`config.mk`:
```
export PLATFORM = sky130hd
export DESIGN_NAME = eot_svc_reg
export DESIGN_NICKNAME = d
export VERILOG_FILES = /design/src/rtl/eot_pkg.sv /design/src/rtl/eot_chan_cell.sv /design/src/rtl/eot_prio_enc.sv /design/src/rtl/eot_svc_reg.sv
export SDC_FILE = /design/constraint.sdc
export NUM_CORES = 1
export LEC_CHECK = 0
export ABC_AREA = 0
export BUFFER_PORTS_ARGS = -buffer_cell sky130_fd_sc_hd__buf_4
export CAP_MARGIN = 15
export CORE_UTILIZATION = 41
export DETAILED_ROUTE_END_ITERATION = 6
export GPL_ROUTABILITY_DRIVEN = 0
export PLACE_DENSITY = 0.75
export SYNTH_ARGS = -nofsm -noshare
export SYNTH_HDL_FRONTEND = slang
export SYNTH_SLANG_ARGS = --single-unit
```
`constraint.sdc`:
```
create_clock -name clk -period 4.9 [get_ports clk]
set_input_delay 0.49 -clock clk [delete_from_list [all_inputs] [get_ports clk]]
set_output_delay 0.49 -clock clk [all_outputs]
set_load 0.05 [all_outputs]
```
`src/rtl/eot_pkg.sv`:
```
package eot_pkg;
    typedef enum logic {
        ST_IDLE    = 1'b0,
        ST_PENDING = 1'b1
    } eot_state_e;
endpackage

```
`src/rtl/eot_chan_cell.sv`:
```
module eot_chan_cell (
    input  logic clk,
    input  logic rst_n,
    input  logic done,
    input  logic ack_hit,
    input  logic wr_en,
    input  logic wr_bit,
    output logic sel_q,
    output logic svc_q,
    output logic svc_d
);
    logic sel_d;

    always_comb begin
        sel_d = sel_q;
        svc_d = svc_q;
        if (done) begin
            // completion overrides both software write and acknowledge
            sel_d = 1'b0;
            svc_d = 1'b1;
        end else begin
            if (ack_hit) svc_d = 1'b0;
            if (wr_en)   sel_d = wr_bit;
        end
    end

    always_ff @(posedge clk) begin
        if (!rst_n) begin
            sel_q <= 1'b0;
            svc_q <= 1'b0;
        end else begin
            sel_q <= sel_d;
            svc_q <= svc_d;
        end
    end

    a_r2_done_sets_and_disarms: assert property (@(posedge clk) disable iff (!rst_n)
        done |=> (svc_q && !sel_q));
    a_r4_ack_clears: assert property (@(posedge clk) disable iff (!rst_n)
        (ack_hit && !done) |=> !svc_q);
    a_r5_sel_rises_only_by_write: assert property (@(posedge clk) disable iff (!rst_n)
        $rose(sel_q) |-> $past(wr_en));
    a_r8_hw_clear_wins: assert property (@(posedge clk) disable iff (!rst_n)
        (done && wr_en && wr_bit) |=> !sel_q);
    a_r9_idle_ack_no_effect: assert property (@(posedge clk) disable iff (!rst_n)
        (ack_hit && !svc_q && !done && !wr_en) |=> (!svc_q && $stable(sel_q)));
    a_r10_done_beats_ack: assert property (@(posedge clk) disable iff (!rst_n)
        (done && ack_hit) |=> svc_q);
endmodule

```
`src/rtl/eot_prio_enc.sv`:
```
module eot_prio_enc #(
    parameter int NCH   = 16,
    localparam int IDXW = $clog2(NCH)
) (
    input  logic [NCH-1:0]  req,
    output logic            any,
    output logic [IDXW-1:0] idx
);
    always_comb begin
        any = 1'b0;
        idx = '0;
        // ascending scan: the last hit (highest number) wins
        for (int i = 0; i < NCH; i++) begin
            if (req[i]) begin
                any = 1'b1;
                idx = IDXW'(i);
            end
        end
    end
endmodule

```
`src/rtl/eot_svc_reg.sv`:
```
module eot_svc_reg #(
    parameter int NCH                = 16,
    parameter int ADDR_W             = 24,
    parameter logic [ADDR_W-1:0] VEC_BASE = 24'hFF2100,
    parameter int VEC_STRIDE         = 4,
    localparam int IDXW              = $clog2(NCH)
) (
    input  logic              clk,
    input  logic              rst_n,
    input  logic [NCH-1:0]    done_pulse,
    input  logic              ack_valid,
    input  logic [IDXW-1:0]   ack_idx,
    input  logic              sel_wr_en,
    input  logic [NCH-1:0]    sel_wr_data,
    output logic [NCH-1:0]    sel_bits,
    output logic [NCH-1:0]    svc_bits,
    output logic              irq,
    output logic [ADDR_W-1:0] vec_addr
);
    import eot_pkg::*;

    logic [NCH-1:0]  svc_next;
    logic [NCH-1:0]  ack_hit;
    logic            top_any;
    logic [IDXW-1:0] top_idx;
    eot_state_e      state_q, state_d;

    for (genvar n = 0; n < NCH; n++) begin : g_chan
        assign ack_hit[n] = ack_valid && (ack_idx == IDXW'(n));
        eot_chan_cell u_cell (
            .clk     (clk),
            .rst_n   (rst_n),
            .done    (done_pulse[n]),
            .ack_hit (ack_hit[n]),
            .wr_en   (sel_wr_en),
            .wr_bit  (sel_wr_data[n]),
            .sel_q   (sel_bits[n]),
            .svc_q   (svc_bits[n]),
            .svc_d   (svc_next[n])
        );
    end

    eot_prio_enc #(.NCH(NCH)) u_prio (
        .req (svc_bits),
        .any (top_any),
        .idx (top_idx)
    );

    always_comb begin
        state_d = state_q;
        unique case (state_q)
            ST_IDLE:    if (|svc_next)  state_d = ST_PENDING;
            ST_PENDING: if (~|svc_next) state_d = ST_IDLE;
            default:    state_d = ST_IDLE;
        endcase
    end

    always_ff @(posedge clk) begin
        if (!rst_n) state_q <= ST_IDLE;
        else        state_q <= state_d;
    end

    always_comb begin
        irq      = 1'b0;
        vec_addr = '0;
        unique case (state_q)
            ST_IDLE: ;
            ST_PENDING: begin
                irq      = 1'b1;
                vec_addr = VEC_BASE + ADDR_W'(top_idx) * ADDR_W'(VEC_STRIDE);
            end
            default: ;
        endcase
    end

    a_r3_irq_tracks_service: assert property (@(posedge clk) disable iff (!rst_n)
        irq == (|svc_bits));
    a_r7_highest_presented: assert property (@(posedge clk) disable iff (!rst_n)
        top_any |-> (svc_bits[top_idx] && ((svc_bits >> top_idx) >> 1) == '0));
    a_r6_vec_in_window: assert property (@(posedge clk) disable iff (!rst_n)
        irq |-> (vec_addr >= VEC_BASE &&
                 vec_addr <= VEC_BASE + ADDR_W'((NCH-1) * VEC_STRIDE)));
    a_r6_vec_zero_when_idle: assert property (@(posedge clk) disable iff (!rst_n)
        !irq |-> (vec_addr == '0));
endmodule

```
; Yosys cells after proc, flatten, opt, wreduce, memory -nomap -nowiden
; Cells that the tools add are included.
[totals]
romBits = 0
reg_bits = 33
mem_bits_rw = 0
latchBits = 0
word_cells = 134
in_bits = 40
n_memories = 0
[op_classes]
n_addsub = 1
mux = 50
div_mod_pow = 0
eq_ne = 15
n_shift = 0
mul = 0
n_lt_le_gt_ge = 0
n_reduce_logical = 34
n_bitwise = 1
[op_table]
columns = cell, count
row1 = 1-bit 2-to-1 mux, 35
row2 = 4-bit == test (second input constant), 8
row3 = 4-bit 2-to-1 mux, 8
row4 = 2-bit OR reduction, 16
row5 = 24-bit 2-to-1 mux, 1
row6 = 17-bit by 7-bit adder with 18-bit output (first input constant), 1
row7 = 4-bit by 3-bit == test with 1-bit output (second input constant), 4
row8 = 1-bit logical AND, 16
row9 = 16-bit OR reduction, 1
row10 = 3-bit 2-to-1 mux, 4
row11 = 4-bit by 2-bit == test with 1-bit output (second input constant), 2
row12 = 4-bit by 1-bit == test with 1-bit output (second input constant), 1
row13 = 4-bit zero test, 1
row14 = 2-bit 2-to-1 mux, 2
row15 = 1-bit inverter, 1

; Logic depth before layout (Yosys ltp)
; Gate-level depths: netlist (run 1).
[depth]
ltp_word = 17
mapped_depth = 6
ltp_nobuf = 5

; Modules after synthesis
; Synthesis (run 1) repeated with hierarchy kept, for this count alone.
[hier_totals]
hier_cells = 196
hier_area_um2 = 1956.9
[by_module_without_submodules]
columns = mod, cells_each, area_each_um2, n_inst, seq_area_each_um2
row1 = eot_chan_cell, 7, 90.1, 16, 40.0
row2 = eot_svc_reg, 55, 354.1, 1, 20.0
row3 = eot_prio_enc, 29, 161.4, 1, 0.0

; Least setup slack after synthesis (run 1)
; No wires, ideal clock.
[synth_timing]
kind = register -> output
start = reg state_q
end = out vec_addr[2]
stages_incl_launch_ff = 3
path_buffers = 0
t_required_ns = 4.410
path_slack_ns = 1.526
arrival_ns = 2.884
path_cell_list = dfxtp_1 nand3_1 o311ai_0
[synth_between]
elab_chain_cells = 1
[synth_rtl]
columns = element, line_no
row1 = start: declaration, eot_svc_reg.sv:26  ; eot_state_e state_q, state_d;
row2 = start signal: assignment, eot_svc_reg.sv:60  ; else state_q <= state_d;
row3 = 24-bit 2-to-1 mux, eot_svc_reg.sv:66  ; unique case (state_q)
row4 = end: declaration, eot_svc_reg.sv:18  ; output logic [ADDR_W-1:0] vec_addr
; Every way passes these cells.

; Final worst setup path (run 1)
[layout_timing]
start = reg g_chan[10].u_cell.svc_q
end = out vec_addr[4]
[layout_between]
elab_chain_cells = 8
[layout_rtl]
columns = element, line_no
row1 = start: declaration, eot_chan_cell.sv:9  ; output logic svc_q,
row2 = start signal: assignment, eot_chan_cell.sv:33  ; svc_q <= svc_d;
row3 = 4-bit 2-to-1 mux (6 in a row), eot_prio_enc.sv:14  ; if (req[i]) begin
row4 = 17-bit by 7-bit adder with 18-bit output, eot_svc_reg.sv:70  ; vec_addr = VEC_BASE + ADDR_W'(top_idx) * ADDR_W'(VEC_STRIDE);
row5 = 24-bit 2-to-1 mux, eot_svc_reg.sv:66
; Every way passes these cells.

==> results of run 1 <==
[power breakdown]
| group | total (W) | leakage [nW] | internal (W) | switching [W] |
|---|---|---|---|---|
| combinational | 0.000215 | 0.772 | 0.0000738 | 0.000141 |
| clock | 0.000263 | 0.0585 | 0.000166 | 0.0000977 |
| sequential | 0.000299 | 0.273 | 0.000283 | 0.0000163 |
| total | 0.000778 | 1.10 | 0.000522 | 0.000255 |
[area by class of cell]
class,count,area (sq um),area share [%]
multi-input cells,132,838,35.7
clock buffers,7,86.3,3.68
inverters,6,22.5,0.959
clock inverters,1,30.0,1.28
well taps,52,65.1,2.77
flip-flops and latches,33,661,28.1
repair buffers,86,646,27.5
[cells by family (layout without fill, tap and decap cells)]
group                  after synthesis  after routing
muxes                               16             16
and+or+nand+nor                     75             75
other                                1             10
DFF                                 33             33
AOI/OAI and AO/OA                   31             31
buffers and inverters               65            100
[cells in the final DEF (no fill, tap or decap), types with 10 or more instances in the layout]
cell     instances
conb_1          10
dfxtp_1         33
a21oi_1         13
nor2_1          17
buf_4           86
nor3b_1         17
and2_1          10
mux2i_1         13
[routing by layer]
metal,vias to the layer above,track usage (%),share of wire [%]
met1,724,23.9,44
li1,783,-,-
met3,2,6.93,8.7
met4,0,4.67,0.40
met2,74,29.9,47
met5,-,0,0
[sequential cells by signal (all words and copies together), names as in the netlist]
register and count:
g_chan.u_cell.sel_q 16, g_chan.u_cell.svc_q 16, state_q 1
[per-stage QoR]
| stage | cells | total power (W) |
|---|---|---|
| final | 317 | 0.000778 |
| after global placement | 309 | 0.000519 |
| after floorplan | 230 | 0.000476 |
| after CTS | 317 | 0.000785 |
| after global routing | 317 | 0.000816 |
| after detailed placement | 309 | 0.000521 |
[critical path, stage by stage, from the launching register on]
cell and delay (ns):
dfxtp_1 0.36, nor4_1 0.43, o41ai_1 0.18, a21boi_0 0.20, buf_4 0.22
[path summary, 6_finish.rpt]
path,endpoint
setup / recovery,vec_addr[4]
setup reg to reg,state_q
hold reg to reg,g_chan[9].u_cell.sel_q
hold / removal,g_chan[3].u_cell.sel_q
==> results.sh, run 1 <==
export IMPL_rows=24
export IMPL_ys_ff_latch=33
export IMPL_synthToLayoutAreaGrowth_pct=23.2
export IMPL_cp_start_kind="flop"
export IMPL_max_slew_margin_rel_pct=57.3
export IMPL_synthTopCellsByCount="buf_4 (52), dfxtp_1 (33), nor2_1 (17), nor3b_1 (17)"
export IMPL_hp_start="done_pulse[3]"
export IMPL_final_setup_worst_slack_ns=2.74
export IMPL_post_cts_buffers=0
export IMPL_clock_latency_ns=0.28
export IMPL_min_path_type="input port to flop"
export IMPL_stdcell_area_sq_mm=0.00235
export IMPL_drc=0
export IMPL_floorplan_initialDensity_pct=43.2
export IMPL_coreArea_sq_mm=0.00441
export IMPL_die_width_um=70.2
export IMPL_grt_pass1_vias=1485
export IMPL_min_period_ns=2.16
export IMPL_netlist_top_cell_by_area="dfxtp_1"
export IMPL_maxCapViolCount=0
export IMPL_antenna_cells=0
export IMPL_holdWs_ns=0.369
export IMPL_cts_buffer_depth=2
export IMPL_synth_compound_area_share_pct=10.6
export IMPL_fmax_ghz=0.463
export IMPL_antenna_found_initial=0
export IMPL_synth_edf_count=0
export IMPL_tns_ns=0
export IMPL_cts_tree="done"
export IMPL_whs_path_depth=2
export IMPL_finalHoldViolations=0
export IMPL_clock_sinks=33
export IMPL_fin_crit_sh_pct=44.1
export IMPL_startpoint="g_chan[10].u_cell.svc_q"
export IMPL_synthCells=221
export IMPL_grt_usage_pct=18.8
export IMPL_cp_arrival_ns=1.67
export IMPL_first_pass_iters=4
export IMPL_fin_nets=304
export IMPL_synthMuxAreaShare_pct=8.60
export IMPL_required_ns=4.41
export IMPL_drv_slew=0
export IMPL_cts_htree_levels=2
export IMPL_final_setup_viol_count=0
export IMPL_r2r_start="g_chan[10].u_cell.svc_q"
export IMPL_vias=1583
export IMPL_ys_types=38
export IMPL_cts_hold_buffers=0
export IMPL_power_density_mw_per_mm2=331
export IMPL_avgRoutedWirePerCell_um=14.0
export IMPL_ctsResizeCount=0
export IMPL_pre_cts_slack_ns=2.71
export IMPL_p_leak_nw=1.10
export IMPL_r2r_setup_slack_ns=3.32
export IMPL_fin_util_pct=53.2
export IMPL_ys_seq_area_share_pct=34.7
export IMPL_worstSetupPathType="flop to primary output"
export IMPL_num_fill_cells=432
export IMPL_die_area_sq_mm=0.00492
export IMPL_r2r_cells=3
export IMPL_synth_area_leaders="dfxtp_1 (35%), buf_4 (20%), mux2i_1 (6.8%)"
export IMPL_synth_avg_cell_area_sq_um=8.62
export IMPL_grt_pass1_wl_um=7170
export IMPL_synth_xor_xnor_area_share_pct=0
export IMPL_drt_first_iter_violations=108
export IMPL_ios=97
export IMPL_cts_made_buffers=5
export IMPL_crit_path_end_kind="primary output"
export IMPL_synthAdderAreaFrac_pct=0
export IMPL_cts_root_buf="clkbuf_8"
export IMPL_synth_top_family_by_area="buffers and inverters"
export IMPL_outcome="finished, final reports clean"
export IMPL_synth_simple_area_share_pct=22.8
export IMPL_ant_nets=0
export IMPL_portBuffers=86
export IMPL_synth_top_area_share_pct=34.7
export IMPL_clk_pin_slew_ns=0.07
export IMPL_ys_dominant_reg_cell="dfxtp_1"
export IMPL_drive_gt1_share_pct=36.6
export IMPL_via_per_inst=4.99
export IMPL_die_h_um=70.2
export IMPL_wl_um=4450
export IMPL_async_flop_share_pct=0
export IMPL_yosysMostFrequentCell="buf_4"
export IMPL_dp_hpwl_um=3380
export IMPL_overflow=0
export IMPL_grt_max_degree=34
export IMPL_placed_area_sq_mm=0.00223
export IMPL_irDropWorstVdd_mv=0.153
export IMPL_cp_max_fo=5
export IMPL_syn_area_sq_mm=0.00191
export IMPL_grt_setup_unrepaired="false"
export IMPL_yosys_warnings=0
export IMPL_fin_skew_ns=0.00515
export IMPL_worstMarginPinSlew_ns=0.639
Note: power is estimated with default switching activity, not from simulation.
==> run 2, diff against run 1 <==
PLACE_DENSITY = 0.78   (was 0.75)
clock period = 1.8 ns   (was 4.9 ns; I/O delays follow)
==> run 2 against run 1 <==
Effect of this change:
- non-clock buffer count grew 6
- power grew to 2.8 times the previous value
- combinational power grew to 2.9 times the previous value
- die area is the same
- count of clock-buffer cells in the layout is the same
- worst setup slack lost 2.7 ns
- critical endpoint is now vec_addr[3]
- sequential cell count is the same
- first-iteration DRC count shrank 16%
- via count grew 4.2%
- hold slack lost 0.32 ns
==> results.sh, run 2 (synthesis gave the netlist of run 1 again) <==
export IMPL_whs_path_depth=2
export IMPL_hp_start="done_pulse[4]"
export IMPL_fmax_ghz=0.570
export IMPL_pre_cts_slack_ns=-0.0347
export IMPL_min_period_ns=1.75
export IMPL_rows=24
export IMPL_routed_wl_met2_um=2180
export IMPL_holdWs_ns=0.0519
export IMPL_r2r_cells=3
export IMPL_wl_um=4730
export IMPL_worst_path_largest_cell_delay_ns=0.36
export IMPL_die_area_sq_mm=0.00492
export IMPL_p_leak_nw=1.15
export IMPL_cts_root_buf="clkbuf_8"
export IMPL_drt_first_iter_violations=91
export IMPL_placed_area_sq_mm=0.00230
export IMPL_tns_ns=0
export IMPL_antenna_cells=0
export IMPL_clock_sinks=33
export IMPL_path_cells="nor2_2 > o31ai_2 > a211oi_2 > nor3_1 > o31a_1 > buf_4"
export IMPL_wl_met3_um=423
export IMPL_drv_slew=0
export IMPL_final_common_cell="buf_4"
export IMPL_cp_start_kind="flop"
export IMPL_startpoint="g_chan[6].u_cell.svc_q"
export IMPL_finalHoldViolations=0
export IMPL_grt_max_degree=34
export IMPL_min_to="g_chan[4].u_cell.sel_q"
export IMPL_finalPower_w=0.00217
export IMPL_final_setup_worst_slack_ns=0.0461
export IMPL_grt_pass1_vias=1483
export IMPL_cts_htree_levels=2
export IMPL_cp_arrival_ns=1.57
export IMPL_r2r_start="g_chan[10].u_cell.svc_q"
export IMPL_drc=0
export IMPL_r2r_setup_slack_ns=0.20
export IMPL_num_fill_cells=409
export IMPL_die_h_um=70.2
export IMPL_rr_endpoint="state_q"
export IMPL_highest_layer="met4"
export IMPL_floorplan_initialDensity_pct=43.2
export IMPL_reg_top3="g_chan.u_cell.sel_q (16), g_chan.u_cell.svc_q (16), state_q (1)"
export IMPL_via_per_inst=5.11
export IMPL_coreArea_sq_mm=0.00441
export IMPL_cts_hold_buffers=0
export IMPL_portBuffers=86
export IMPL_die_width_um=70.2
export IMPL_required_ns=1.62
export IMPL_worstMarginPinSlew_ns=0.543
export IMPL_cts_made_buffers=5
export IMPL_fin_skew_ns=0.00675
export IMPL_min_path_type="input port to flop"
export IMPL_ios=97
export IMPL_outcome="finished, final reports clean"
export IMPL_synthToLayoutAreaGrowth_pct=28.8
export IMPL_layout_common_cells="buf_4 (92), dfxtp_1 (28), nor3b_1 (17)"
export IMPL_worstSetupPathType="flop to primary output"
export IMPL_cts_buffer_depth=2
export IMPL_max_slew_margin_rel_pct=63.5
export IMPL_dp_hpwl_um=3530
export IMPL_fin_nets=310
export IMPL_cts_tree="done"
export IMPL_clk_pin_slew_ns=0.07
export IMPL_met1_length_um=2010
export IMPL_cp_slowest_cell="dfxtp_2"
export IMPL_ant_nets=0
export IMPL_overflow=0
export IMPL_cp_max_fo=4
export IMPL_grt_usage_pct=19.4
export IMPL_fin_crit_sh_pct=97.4
export IMPL_drive_gt1_share_pct=43.2
export IMPL_irDropWorstVdd_mv=0.616
export IMPL_stdcell_area_sq_mm=0.00245
export IMPL_vias=1649
export IMPL_grt_pass1_wl_um=7360
export IMPL_final_setup_viol_count=0
export IMPL_crit_path_end_kind="primary output"
export IMPL_maxCapViolCount=0
export IMPL_post_cts_buffers=0
export IMPL_power_density_mw_per_mm2=883
export IMPL_avgRoutedWirePerCell_um=14.6
export IMPL_antenna_found_initial=0
export IMPL_first_pass_iters=4
export IMPL_clock_latency_ns=0.29
## run 2: final cells by class
class	instances	area [sq um]	share of cell area [%]
clock buffer	7	86.3	3.52
tap	52	65.1	2.65
inverter	6	22.5	0.917
multi-input combinational	132	893	36.4
clock inverter	1	30.0	1.22
timing repair buffer	92	691	28.1
sequential	33	667	27.2
## run 2: worst max-delay path, delay by kind of cell (launching register included)
kind / cells / cell delay [ns]
buf+inv: 1 / 0.19
simple gates: 2 / 0.21
compound gates: 3 / 0.53
flops: 1 / 0.36
## run 2: per-layer routing
layer	vias up	global-route usage, %
li1	792	-
met3	14	5.05
met4	0	9.56
met2	92	30.0
met5	-	0
met1	751	24.8
## run 2: worst max-delay path by stage
stage / end / slack, ns / depth (start not counted)
final: vec_addr[3] / 0.05 / 6
after global placement: state_q / 0.02 / 6
after CTS: vec_addr[3] / 0.02 / 6
after global routing: vec_addr[4] / -0.006 / 5
after detailed placement: state_q / -0.03 / 6
after floorplan: vec_addr[2] / -0.07 / 2
## run 2: power by group
group / internal [W] / total, W / switching (W)
Sequential: 0.000772 / 0.000818 / 0.0000465
Combinational: 0.000221 / 0.000624 / 0.000403
Clock: 0.000451 / 0.000727 / 0.000275
Total: 0.00144 / 0.00217 / 0.000725
## run 2: through the flow
stage	cells	util, %
6_report	323	55.6
5_1_grt	323	55.6
4_1_cts	323	55.0
3_5_place_dp	315	52.2
3_3_place_gp	315	52.2
2_1_floorplan	230	-
## run 2: timing repair
action / in CTS / in global routing
resized for setup: 2 / 9
pin swaps: 1 / 0
endpoints found under the setup margin: 1 / 3
